**src/rtl/sr_seq_pkg.sv**
```systemverilog
// Shared types for the self-refresh sequencer.
// Assumes: nothing beyond IEEE 1800-2017 enums.
package sr_seq_pkg;

    // Top-level sequence states, in the order they are visited.
    typedef enum logic [2:0] {
        SQ_IDLE,
        SQ_PRE_BURST,
        SQ_ENTER,
        SQ_HOLD,
        SQ_EXIT_PRE,
        SQ_POST_BURST,
        SQ_DONE
    } sq_state_t;

    // Phases of one CBR refresh cycle.
    typedef enum logic [1:0] {
        EP_IDLE,
        EP_LEAD,
        EP_LOW,
        EP_PRE
    } eng_phase_t;

endpackage

```
**src/rtl/sr_cbr_engine.sv**
```systemverilog
// One CAS-before-RAS refresh cycle per start pulse.
// What it does: drops CAS for T_CSR cycles, then drops RAS as well for
// T_RAS cycles, then holds both high for T_RP cycles. It pulses done in
// the last precharge cycle.
// Assumes: start is only sampled while idle; all parameters are >= 1.
module sr_cbr_engine
    import sr_seq_pkg::*;
#(
    parameter int T_CSR = 1,
    parameter int T_RAS = 3,
    parameter int T_RP  = 2
) (
    input  logic clk,
    input  logic rst_n,
    input  logic start,
    output logic ras_n,
    output logic cas_n,
    output logic done,
    output logic idle
);

    localparam int M1   = (T_CSR > T_RAS) ? T_CSR : T_RAS;
    localparam int EMAX = (M1 > T_RP) ? M1 : T_RP;
    localparam int EW   = $clog2(EMAX + 1);

    eng_phase_t     ph_q;
    logic [EW-1:0]  cnt_q;

    // Phase sequencing with a per-phase cycle counter.
    always_ff @(posedge clk) begin
        if (!rst_n) begin
            ph_q  <= EP_IDLE;
            cnt_q <= '0;
        end else begin
            case (ph_q)
                EP_IDLE: begin
                    cnt_q <= '0;
                    if (start) ph_q <= EP_LEAD;
                end
                EP_LEAD: begin
                    if (cnt_q == EW'(T_CSR - 1)) begin
                        ph_q  <= EP_LOW;
                        cnt_q <= '0;
                    end else begin
                        cnt_q <= cnt_q + 1'b1;
                    end
                end
                EP_LOW: begin
                    if (cnt_q == EW'(T_RAS - 1)) begin
                        ph_q  <= EP_PRE;
                        cnt_q <= '0;
                    end else begin
                        cnt_q <= cnt_q + 1'b1;
                    end
                end
                default: begin
                    if (cnt_q == EW'(T_RP - 1)) begin
                        ph_q  <= EP_IDLE;
                        cnt_q <= '0;
                    end else begin
                        cnt_q <= cnt_q + 1'b1;
                    end
                end
            endcase
        end
    end

    // Strobe levels and status decoded from the phase register.
    always_comb begin
        cas_n = !(ph_q == EP_LEAD || ph_q == EP_LOW);
        ras_n = (ph_q != EP_LOW);
        idle  = (ph_q == EP_IDLE);
        done  = (ph_q == EP_PRE) && (cnt_q == EW'(T_RP - 1));
    end

endmodule

```
**src/rtl/sr_burst_counter.sv**
```systemverilog
// Counts completed refresh cycles within one burst.
// What it does: advances on inc and flags the last row of the burst.
// Assumes: clr is held whenever no burst is running.
module sr_burst_counter #(
    parameter int ROWS = 4096
) (
    input  logic clk,
    input  logic rst_n,
    input  logic clr,
    input  logic inc,
    output logic last
);

    localparam int CW = (ROWS > 1) ? $clog2(ROWS) : 1;

    generate
        if (ROWS > 1) begin : g_count
            logic [CW-1:0] cnt_q;

            // Row count within the burst.
            always_ff @(posedge clk) begin
                if (!rst_n || clr) cnt_q <= '0;
                else if (inc)      cnt_q <= cnt_q + 1'b1;
            end

            // Last-row decode.
            always_comb last = (cnt_q == CW'(ROWS - 1));
        end else begin : g_single
            // A single-row burst finishes on its first cycle.
            always_comb last = 1'b1;
        end
    endgenerate

endmodule

```
**src/rtl/sr_hold_timer.sv**
```systemverilog
// Measures the time spent in self-refresh against the activation threshold.
// What it does: counts cycles while en is high and sets a sticky reached
// flag after SR_MIN_CYC cycles.
// Assumes: en drops between self-refresh periods to clear the count.
module sr_hold_timer #(
    parameter int SR_MIN_CYC = 5000
) (
    input  logic clk,
    input  logic rst_n,
    input  logic en,
    output logic reached
);

    localparam int TW = $clog2(SR_MIN_CYC + 1);

    logic [TW-1:0] cnt_q;

    // Saturating count up to the threshold.
    always_ff @(posedge clk) begin
        if (!rst_n || !en) begin
            cnt_q   <= '0;
            reached <= 1'b0;
        end else if (!reached) begin
            cnt_q <= cnt_q + 1'b1;
            if (cnt_q == TW'(SR_MIN_CYC - 1)) reached <= 1'b1;
        end
    end

endmodule

```
**src/rtl/dram_selfrefresh_seq.sv**
```systemverilog
// Self-refresh entry/exit sequencer.
// What it does: on sleep_req runs a full CBR burst, enters self-refresh,
// holds it until wake_req and past the threshold, precharges, runs a
// second full CBR burst, then acknowledges.
// Assumes: the block owns the DRAM strobes for the whole sequence; all
// timing parameters are clock-cycle counts >= 1.
module dram_selfrefresh_seq
    import sr_seq_pkg::*;
#(
    parameter int ROWS       = 4096,
    parameter int T_CSR      = 1,
    parameter int T_RAS      = 3,
    parameter int T_RP       = 2,
    parameter int SR_MIN_CYC = 5000,
    parameter int T_RPS      = 5
) (
    input  logic clk,
    input  logic rst_n,
    input  logic sleep_req,
    input  logic wake_req,
    output logic ras_n,
    output logic cas_n,
    output logic we_n,
    output logic sr_active,
    output logic done_ack
);

    localparam int PH_MAX = (T_CSR > T_RPS) ? T_CSR : T_RPS;
    localparam int PW     = $clog2(PH_MAX + 1);

    sq_state_t      st_q, st_d;
    logic [PW-1:0]  ph_q;
    logic           in_burst;
    logic           eng_start, eng_ras_n, eng_cas_n, eng_done, eng_idle;
    logic           burst_last;
    logic           hold_reached;

    // Burst states share the refresh engine and the row counter.
    always_comb in_burst = (st_q == SQ_PRE_BURST) || (st_q == SQ_POST_BURST);
    always_comb eng_start = in_burst && eng_idle;

    sr_cbr_engine #(
        .T_CSR (T_CSR),
        .T_RAS (T_RAS),
        .T_RP  (T_RP)
    ) u_engine (
        .clk   (clk),
        .rst_n (rst_n),
        .start (eng_start),
        .ras_n (eng_ras_n),
        .cas_n (eng_cas_n),
        .done  (eng_done),
        .idle  (eng_idle)
    );

    sr_burst_counter #(
        .ROWS (ROWS)
    ) u_rows (
        .clk   (clk),
        .rst_n (rst_n),
        .clr   (!in_burst),
        .inc   (in_burst && eng_done),
        .last  (burst_last)
    );

    sr_hold_timer #(
        .SR_MIN_CYC (SR_MIN_CYC)
    ) u_hold (
        .clk     (clk),
        .rst_n   (rst_n),
        .en      (st_q == SQ_HOLD),
        .reached (hold_reached)
    );

    // Next-state selection for the sequence.
    always_comb begin
        st_d = st_q;
        case (st_q)
            SQ_IDLE:       if (sleep_req)                 st_d = SQ_PRE_BURST;
            SQ_PRE_BURST:  if (eng_done && burst_last)    st_d = SQ_ENTER;
            SQ_ENTER:      if (ph_q == PW'(T_CSR - 1))    st_d = SQ_HOLD;
            SQ_HOLD:       if (hold_reached && wake_req)  st_d = SQ_EXIT_PRE;
            SQ_EXIT_PRE:   if (ph_q == PW'(T_RPS - 1))    st_d = SQ_POST_BURST;
            SQ_POST_BURST: if (eng_done && burst_last)    st_d = SQ_DONE;
            SQ_DONE:       if (!sleep_req)                st_d = SQ_IDLE;
            default:                                      st_d = SQ_IDLE;
        endcase
    end

    // State register and phase counter for the entry and exit timers.
    always_ff @(posedge clk) begin
        if (!rst_n) begin
            st_q <= SQ_IDLE;
            ph_q <= '0;
        end else begin
            st_q <= st_d;
            if (st_d != st_q)
                ph_q <= '0;
            else if (st_q == SQ_ENTER || st_q == SQ_EXIT_PRE)
                ph_q <= ph_q + 1'b1;
        end
    end

    // Strobe multiplexing: engine during bursts, own levels otherwise.
    always_comb begin
        ras_n = 1'b1;
        cas_n = 1'b1;
        case (st_q)
            SQ_PRE_BURST, SQ_POST_BURST: begin
                ras_n = eng_ras_n;
                cas_n = eng_cas_n;
            end
            SQ_ENTER: cas_n = 1'b0;
            SQ_HOLD: begin
                ras_n = 1'b0;
                cas_n = 1'b0;
            end
            default: ;
        endcase
    end

    // Acknowledge outputs and the write enable, held high.
    always_comb begin
        we_n      = 1'b1;
        sr_active = (st_q == SQ_HOLD) && hold_reached;
        done_ack  = (st_q == SQ_DONE);
    end

endmodule

```
**config.mk**
```make
export PLATFORM = sky130hd
export DESIGN_NAME = dram_selfrefresh_seq
export DESIGN_NICKNAME = d
export VERILOG_FILES = /design/src/rtl/sr_seq_pkg.sv /design/src/rtl/sr_cbr_engine.sv /design/src/rtl/sr_burst_counter.sv /design/src/rtl/sr_hold_timer.sv /design/src/rtl/dram_selfrefresh_seq.sv
export SDC_FILE = /design/constraint.sdc
export NUM_CORES = 1
export LEC_CHECK = 0
export ABC_AREA = 1
export BUFFER_PORTS_ARGS = -buffer_cell sky130_fd_sc_hd__buf_2
export CORE_MARGIN = 3
export CORE_UTILIZATION = 45
export DETAILED_ROUTE_END_ITERATION = 12
export SETUP_SLACK_MARGIN = 0.2
export SYNTH_ARGS = -nofsm -noshare
export SYNTH_HDL_FRONTEND = slang
export SYNTH_HIERARCHICAL = 1
export SYNTH_SLANG_ARGS = --single-unit
```
**constraint.sdc**
```tcl
create_clock -name clk -period 1.7 [get_ports clk]
set_input_delay 0.34 -clock clk [delete_from_list [all_inputs] [get_ports clk]]
set_output_delay 0.34 -clock clk [all_outputs]
set_load 0.005 [all_outputs]
```
==> qor.yml, run 1 <==
cells_and_area:
  fin_area_sq_um: 2710
  instances_no_fill: 412
  drive_gt1_frac: 0.303
  post-route-util: 0.601
  fillers: 407
  layout.nets: 378
  num_antenna_cells: 0
  syn_to_final_growth_pct: 25.1
detailed_routing:
  drt-initial-drc-count: 135
  drc: 0
  drtPass1Iterations: 4
  routed_wl_mm: 4.45
  vias: 1987
  post_drt_wl_per_cell_microns: 10.8
  viasPerCell: 4.82
  antenna_left: 0
critical_path:
  worstPathArrival_ns: 1.31
  r2r_slack_ns: 0.15
  critPathSlowestCell: "dfxtp_2"
  critPathMaxFanout: 3
  crit_type: "reg -> out"
  crit_start: "u_engine/ph_q[1]"
  reg2reg_from: "u_engine/cnt_q[1]"
  crit_path_end_kind: "output port"
  cp.required_ns: 1.36
  r2r-end: "u_rows/g_count.cnt_q[11]"
  cp-start-kind: "flop"
  r2r_cells: 12
  path_cells: "buf_6 -> inv_4 -> ha_4 -> inv_2 -> nor2_1 -> a21oi_1 -> buf_2"
  max_stage_delay_ns: 0.34
worst_hold_path:
  holdCritStartpoint: "sleep_req"
  hold_path_class: "in -> reg"
  holdPathEnd: "st_q[1]"
  hold_path_depth: 3
sta:
  clock.fmax_mhz: 606
  fin_hold_ws_ns: 0.390
  period_share: 0.971
  rsz0062_at_grt: "true"
  hold_viol: 0
  slew_violations: 0
  setup_viol: 0
  period_minus_slack_ns: 1.65
  clock-skew-final_ns: 0.00268
grt:
  grt_start_max_net_pins: 13
  grt_usage: 0.181
  first_global_vias: 1905
  grt_pass1_wl_mm: 7.98
  antenna_found_initial: 0
  grt_overflow_total: 0
synth:
  synth_seq_area_share: 0.333
  synthesis.nets: 343
  synth_edf_count: 0
  syn_avg_cell_area_sq_um: 6.68
  synth_top_flop_cell: "dfxtp_1"
  synth_area_sq_um: 2160
  synth-async-reset-ratio: 0
  ys_warn_count: 6
  syn_inst: 324
  ys_seq_elements: 36
  yosysUniqueCellTypes: 27
cts:
  htree_levels: 2
  clk_pin_slew_worst_paths_ns: 0.07
  cts_sinks: 36
  clk_latency_ns: 0.28
  tritoncts: "built"
  numCtsBuffers: 5
  cts_buffer_depth: 2
  cts_hold_buf: 0
  cts_root_buf: "clkbuf_8"
floorplan:
  io_pins: 9
  die_width_microns: 75.4
  dieArea_sq_um: 5680
  die_h_microns: 75.4
  core_sq_um: 4500
  start_util: 0.481
  row_count: 24
power_and_ir_drop:
  power_switching_w: 0.000759
  power_frac_comb: 0.343
  power_leakage_nw: 1.14
  seqPwrFrac: 0.395
  p_sw_frac: 0.320
  ir_drop_mv: 0.944
  p_int_w: 0.00162
  power_frac_clock: 0.262
  power_density_nw_per_um2: 877
placed_design:
  dpl.hpwl_mm: 3.16
  numPlacedInstances: 390
  dpl_cell_area_sq_um: 2320
  port_buffers: 7
  place.gp.congestion: 0.834
flow_run:
  max-cap-violations: 0
outcome:
  status: "complete, no violations"
[registers in the layout (all words and copies together) (netlist names)]
name,cells
u_hold/cnt_q,13
u_engine/ph_q,2
st_q,3
u_hold/reached,1
u_rows/g_count.cnt_q,12
ph_q,3
u_engine/cnt_q,2
[critical path: cells and delay by family, from the launching register on]
kind	cells	cell delay (ns)
flops	1	0.34
buf+inv	4	0.31
fa+ha+maj	1	0.25
simple gates	1	0.08
compound gates	1	0.05
[power by group through the flow]
stage	logic [W]	registers (W)	clock network, W
CTS	0.000747	0.000926	0.000656
detailed placement	0.000563	0.000933	0
global placement	0.000571	0.000931	0
finish	0.000813	0.000939	0.000622
floorplan	0.000433	0.000936	0
global route	0.000929	0.000942	0.000675
[worst max-delay path by stage]
stage	endpoint	depth (start not counted)
global placement	ph_q[0]	10
detailed placement	ph_q[1]	11
floorplan	u_rows/g_count.cnt_q[11]	11
finish	cas_n	7
global route	cas_n	7
CTS	cas_n	7
[cells by family (layout without fill, tap and decap cells)]
kind of cell    after synthesis  count (layout)  synth area share
flops                        36              36             0.333
other cells                   1               1           0.00173
fa+ha+maj                    15              15            0.0867
buf+inv                      57              92             0.103
simple gates                175             176             0.375
xor+xnor                      2               2           0.00809
compound gates               38              38            0.0925
[synth_stat cells, types with 2 or more instances]
cell      n  area, sq um
a21oi_1  23          115
buf_4     2         15.0
dfxtp_1  36          721
ha_1     15          188
inv_1    50          188
inv_2     4         15.0
nand2_1  74          278
nand2_2   6         37.5
nand3_1  24          120
nand3_2   3         30.0
nand4_1   4         25.0
nor2_1   45          169
nor2_2    5         31.3
nor2_4    5         56.3
nor3_1    5         25.0
o21ai_0  10         50.1
o21ai_1   2         10.0
xor2_1    2         17.5
[metrics by stage]
| step | TNS [ns] | power [W] | worst slack (ns) |
|---|---|---|---|
| final | 0 | 0.00237 | 0.0489 |
| after global routing | -0.0469 | 0.00255 | -0.0382 |
| after CTS | 0 | 0.00233 | 0.0460 |
| after detailed placement | -0.132 | 0.00150 | -0.0531 |
| after global placement | -0.233 | 0.00150 | -0.0804 |
| after floorplan | 0 | 0.00137 | 0.206 |
[layout by cell type (no fill, tap or decap), types with 3 or more instances in the layout]
master,Yosys,layout
dfxtp_1,36,24
dfxtp_4,0,3
nor2_4,5,7
a21oi_1,23,23
nor3_1,5,5
dfxtp_2,0,9
o21ai_0,10,7
nor2_1,45,40
clkbuf_8,0,6
nor2_2,5,9
nand4_1,4,4
o21ai_1,2,4
nand3_1,24,16
inv_1,50,44
inv_2,4,8
ha_4,0,4
nand2_1,74,67
ha_1,15,10
buf_4,2,22
nand2_2,6,12
nand3_2,3,10
buf_2,1,7
[area by class of cell]
type,count,area (sq um),area share
multi-input combinational,232,1390,0.514
tap,52,65.1,0.0240
inverter,54,208,0.0767
timing repair buffer,30,211,0.0781
clock buffer,8,90.1,0.0333
sequential,36,743,0.274
[routing by layer]
layer / GRT usage / up-vias / part of all wire
li1: - / 1085 / -
met3: 0.0356 / 8 / 0.018
met4: 0.0641 / 0 / 0.015
met5: 0 / - / 0
met2: 0.304 / 14 / 0.46
met1: 0.230 / 880 / 0.51
[repair_timing]
action                                  in CTS  in global routing
resized for setup                           30                 31
setup buffers                               11                  2
cloned                                       1                  0
endpoints found under the setup margin      19                 20
pin swaps                                    9                 20
Note: power is estimated with default switching activity, not from simulation.
==> run 2, diff against run 1 <==
Settings changed: CELL_PAD_IN_SITES_DETAIL_PLACEMENT from default to 0, CELL_PAD_IN_SITES_GLOBAL_PLACEMENT from default to 2, CORE_UTILIZATION 45 to 34, PLACE_DENSITY_LB_ADDON from default to 0.1.
==> qor.yml, run 2 (synthesis gave the netlist of run 1 again) <==
outcome:
  status: "complete, no violations"  # unchanged
grt:
  grt_overflow_total: 0  # unchanged
  grt_usage: 0.141  # was 0.181
  first_global_vias: 1897  # was 1905
  grt_pass1_wl_mm: 8.38  # was 7.98 mm
  antenna_found_initial: 0  # unchanged
  grt_start_max_net_pins: 13  # unchanged
worst_hold_path:
  holdCritStartpoint: "sleep_req"  # unchanged
  hold_path_class: "in -> reg"  # unchanged
  hold_path_depth: 3  # unchanged
  holdPathEnd: "st_q[1]"  # unchanged
detailed_routing:
  drt-initial-drc-count: 55  # was 135
  vias: 2000  # was 1987
  drc: 0  # unchanged
  antenna_left: 0  # unchanged
  post_drt_wl_per_cell_microns: 11.4  # was 10.8 microns
  routed_wl_mm: 4.97  # was 4.45 mm
  viasPerCell: 4.59  # was 4.82
  drtPass1Iterations: 4  # unchanged
sta:
  slew_headroom: 0.661
  worst_slack_ns: 0.0829  # was 0.0489 ns
  clock-skew-final_ns: 0.00811  # was 0.00268 ns
  slew_violations: 0  # unchanged
  rsz0062_at_grt: "true"  # unchanged
  hold_viol: 0  # unchanged
  tightest_slew_ns: 0.508
  setup_viol: 0  # unchanged
  clock.fmax_mhz: 618  # was 606 MHz
  period_minus_slack_ns: 1.62  # was 1.65 ns
  period_share: 0.951  # was 0.971
flow_run:
  max-cap-violations: 0  # unchanged
critical_path:
  cp.required_ns: 1.36  # about the same
  worst-path-buf-inv: 3  # was 4
  r2r_slack_ns: 0.17  # was 0.15 ns
  path_cells: "buf_6 -> ha_4 -> inv_2 -> nor2_2 -> nor2_2 -> buf_2"  # was buf_6 -> inv_4 -> ha_4 -> inv_2 -> nor2_1 -> a21oi_1 -> buf_2
  r2r_cells: 12  # unchanged
  crit_path_end_kind: "output port"  # unchanged
  cp-start-kind: "flop"  # unchanged
  critPathMaxFanout: 4  # was 3
  critPathSlowestCell: "dfxtp_4"  # was dfxtp_2
  crit_top_cell: "nor2_2"
  crit_type: "reg -> out"  # unchanged
  max_stage_delay_ns: 0.37  # was 0.34 ns
  reg2reg_from: "u_engine/ph_q[0]"  # was u_engine/cnt_q[1]
  r2r-end: "u_rows/g_count.cnt_q[11]"  # unchanged
  cp_top_family: "flip-flops"  # unchanged
  worstPathArrival_ns: 1.28  # was 1.31 ns
cells_and_area:
  num_antenna_cells: 0  # unchanged
  syn_to_final_growth_pct: 28.9  # was 25.1%
  fillers: 649  # was 407
  instances_no_fill: 436  # was 412
  drive_gt1_frac: 0.316  # was 0.303
  layout.nets: 379  # was 378
  largest_reg_flops: 13  # unchanged
  reg.largest.list: "u_hold/cnt_q x13, u_rows/g_count.cnt_q x12"  # unchanged
  final_cell_mix: "nand2_1 (68), inv_1 (42), nor2_1 (40)"  # was nand2_1 (67), inv_1 (44), nor2_1 (40)
  layout_commonest_cell: "nand2_1"  # unchanged
  fin_area_sq_um: 2790  # was 2710 sq um
  largest_register: "u_hold/cnt_q"  # unchanged
power_and_ir_drop:
  power_density_nw_per_um2: 865  # was 877 nW/um^2
  power_leakage_nw: 1.16  # was 1.14 nW
  ir_drop_mv: 0.710  # was 0.944 mV
  total_power_w: 0.00241  # was 0.00237 W
placed_design:
  port_buffers: 7  # unchanged
  preCtsSetupSlack_ns: 0.0242  # was -0.0531 ns
  numPlacedInstances: 417  # was 390
  place.gp.congestion: 0.762  # was 0.834
  dpl.hpwl_mm: 3.47  # was 3.16 mm
  dpl_cell_area_sq_um: 2380  # was 2320 sq um
floorplan:
  row_count: 28  # was 24
  io_pins: 9  # unchanged
  dieArea_sq_um: 7360  # was 5680 sq um
  die_h_microns: 85.8  # was 75.4 microns
  start_util: 0.359  # was 0.481
  die_width_microns: 85.8  # was 75.4 microns
  core_sq_um: 6030  # was 4500 sq um
cts:
  cts_buffer_depth: 2  # unchanged
  tritoncts: "built"  # unchanged
  clk_latency_ns: 0.29  # was 0.28 ns
  cts_hold_buf: 0  # unchanged
  cts_sinks: 36  # unchanged
  htree_levels: 2  # unchanged
  cts_root_buf: "clkbuf_8"  # unchanged
  clk_pin_slew_worst_paths_ns: 0.07  # about the same
  numCtsBuffers: 5  # unchanged
-- run 2: cell types whose count changed in the layout (fill, tap and decap cells not counted), sizes merged --
cell | previous run | this run
buf | 30 | 31
clkbuf | 8 | 7
clkinvlp | 0 | 1
-- run 2: cell type report --
type	instances	area, sq um	share of cell area
Multi-Input combinational cell	232	1420	0.509
Tap cell	75	93.8	0.0336
Timing Repair Buffer	31	234	0.0839
Inverter	54	205	0.0735
Clock buffer	7	86.3	0.0309
Clock inverter	1	7.51	0.00269
Sequential cell	36	743	0.266
-- run 2: timing repair --
item	CTS	global route
cloned	1	0
setup buffers	5	5
pin swaps	7	5
endpoints found under the setup margin	19	21
gates resized for setup	22	46
-- run 2: layer usage --
metal	vias up	share of wire	GRT usage	wire, microns
met5	-	0	0	0
met4	0	0.018	0.0432	90
met3	8	0.019	0.0355	95
met2	13	0.46	0.233	2290
met1	892	0.50	0.181	2500
li1	1087	-	-	-
-- run 2: how the worst max path moves through the flow --
stage / depth (start not counted) / from / endpoint / slack (ns)
global placement: 11 / u_rows/g_count.cnt_q[0] / ph_q[2] / 0.12
finish: 6 / u_engine/ph_q[1] / ras_n / 0.08
global route: 6 / u_engine/ph_q[1] / cas_n / -0.02
floorplan: 11 / u_engine/cnt_q[1] / u_rows/g_count.cnt_q[11] / 0.21
detailed placement: 11 / u_rows/g_count.cnt_q[0] / ph_q[1] / 0.02
CTS: 6 / u_engine/ph_q[1] / ras_n / 0.01
-- run 2: worst reg2reg max path: cells and delay by family, from the launching register on --
family / cells / cell delay (ns)
fa+ha+maj: 1 / 0.12
buf+inv: 3 / 0.19
flops: 1 / 0.36
simple gates: 8 / 0.77
-- run 2: stage by stage --
| stage | util | setup TNS, ns | hold WS, ns |
|---|---|---|---|
| after global routing | 0.463 | -0.0164 | 0.394 |
| after detailed placement | 0.395 | 0 | 0.438 |
| after global placement | 0.395 | 0 | 0.439 |
| final | 0.463 | 0 | 0.378 |
| after CTS | 0.428 | 0 | 0.366 |
| after floorplan | - | 0 | 0.421 |
-- run 2: power breakdown --
group | switching (W) | internal, W
logic | 0.000436 | 0.000376
clock network | 0.000323 | 0.000330
registers | 0.0000506 | 0.000897
total | 0.000810 | 0.00160
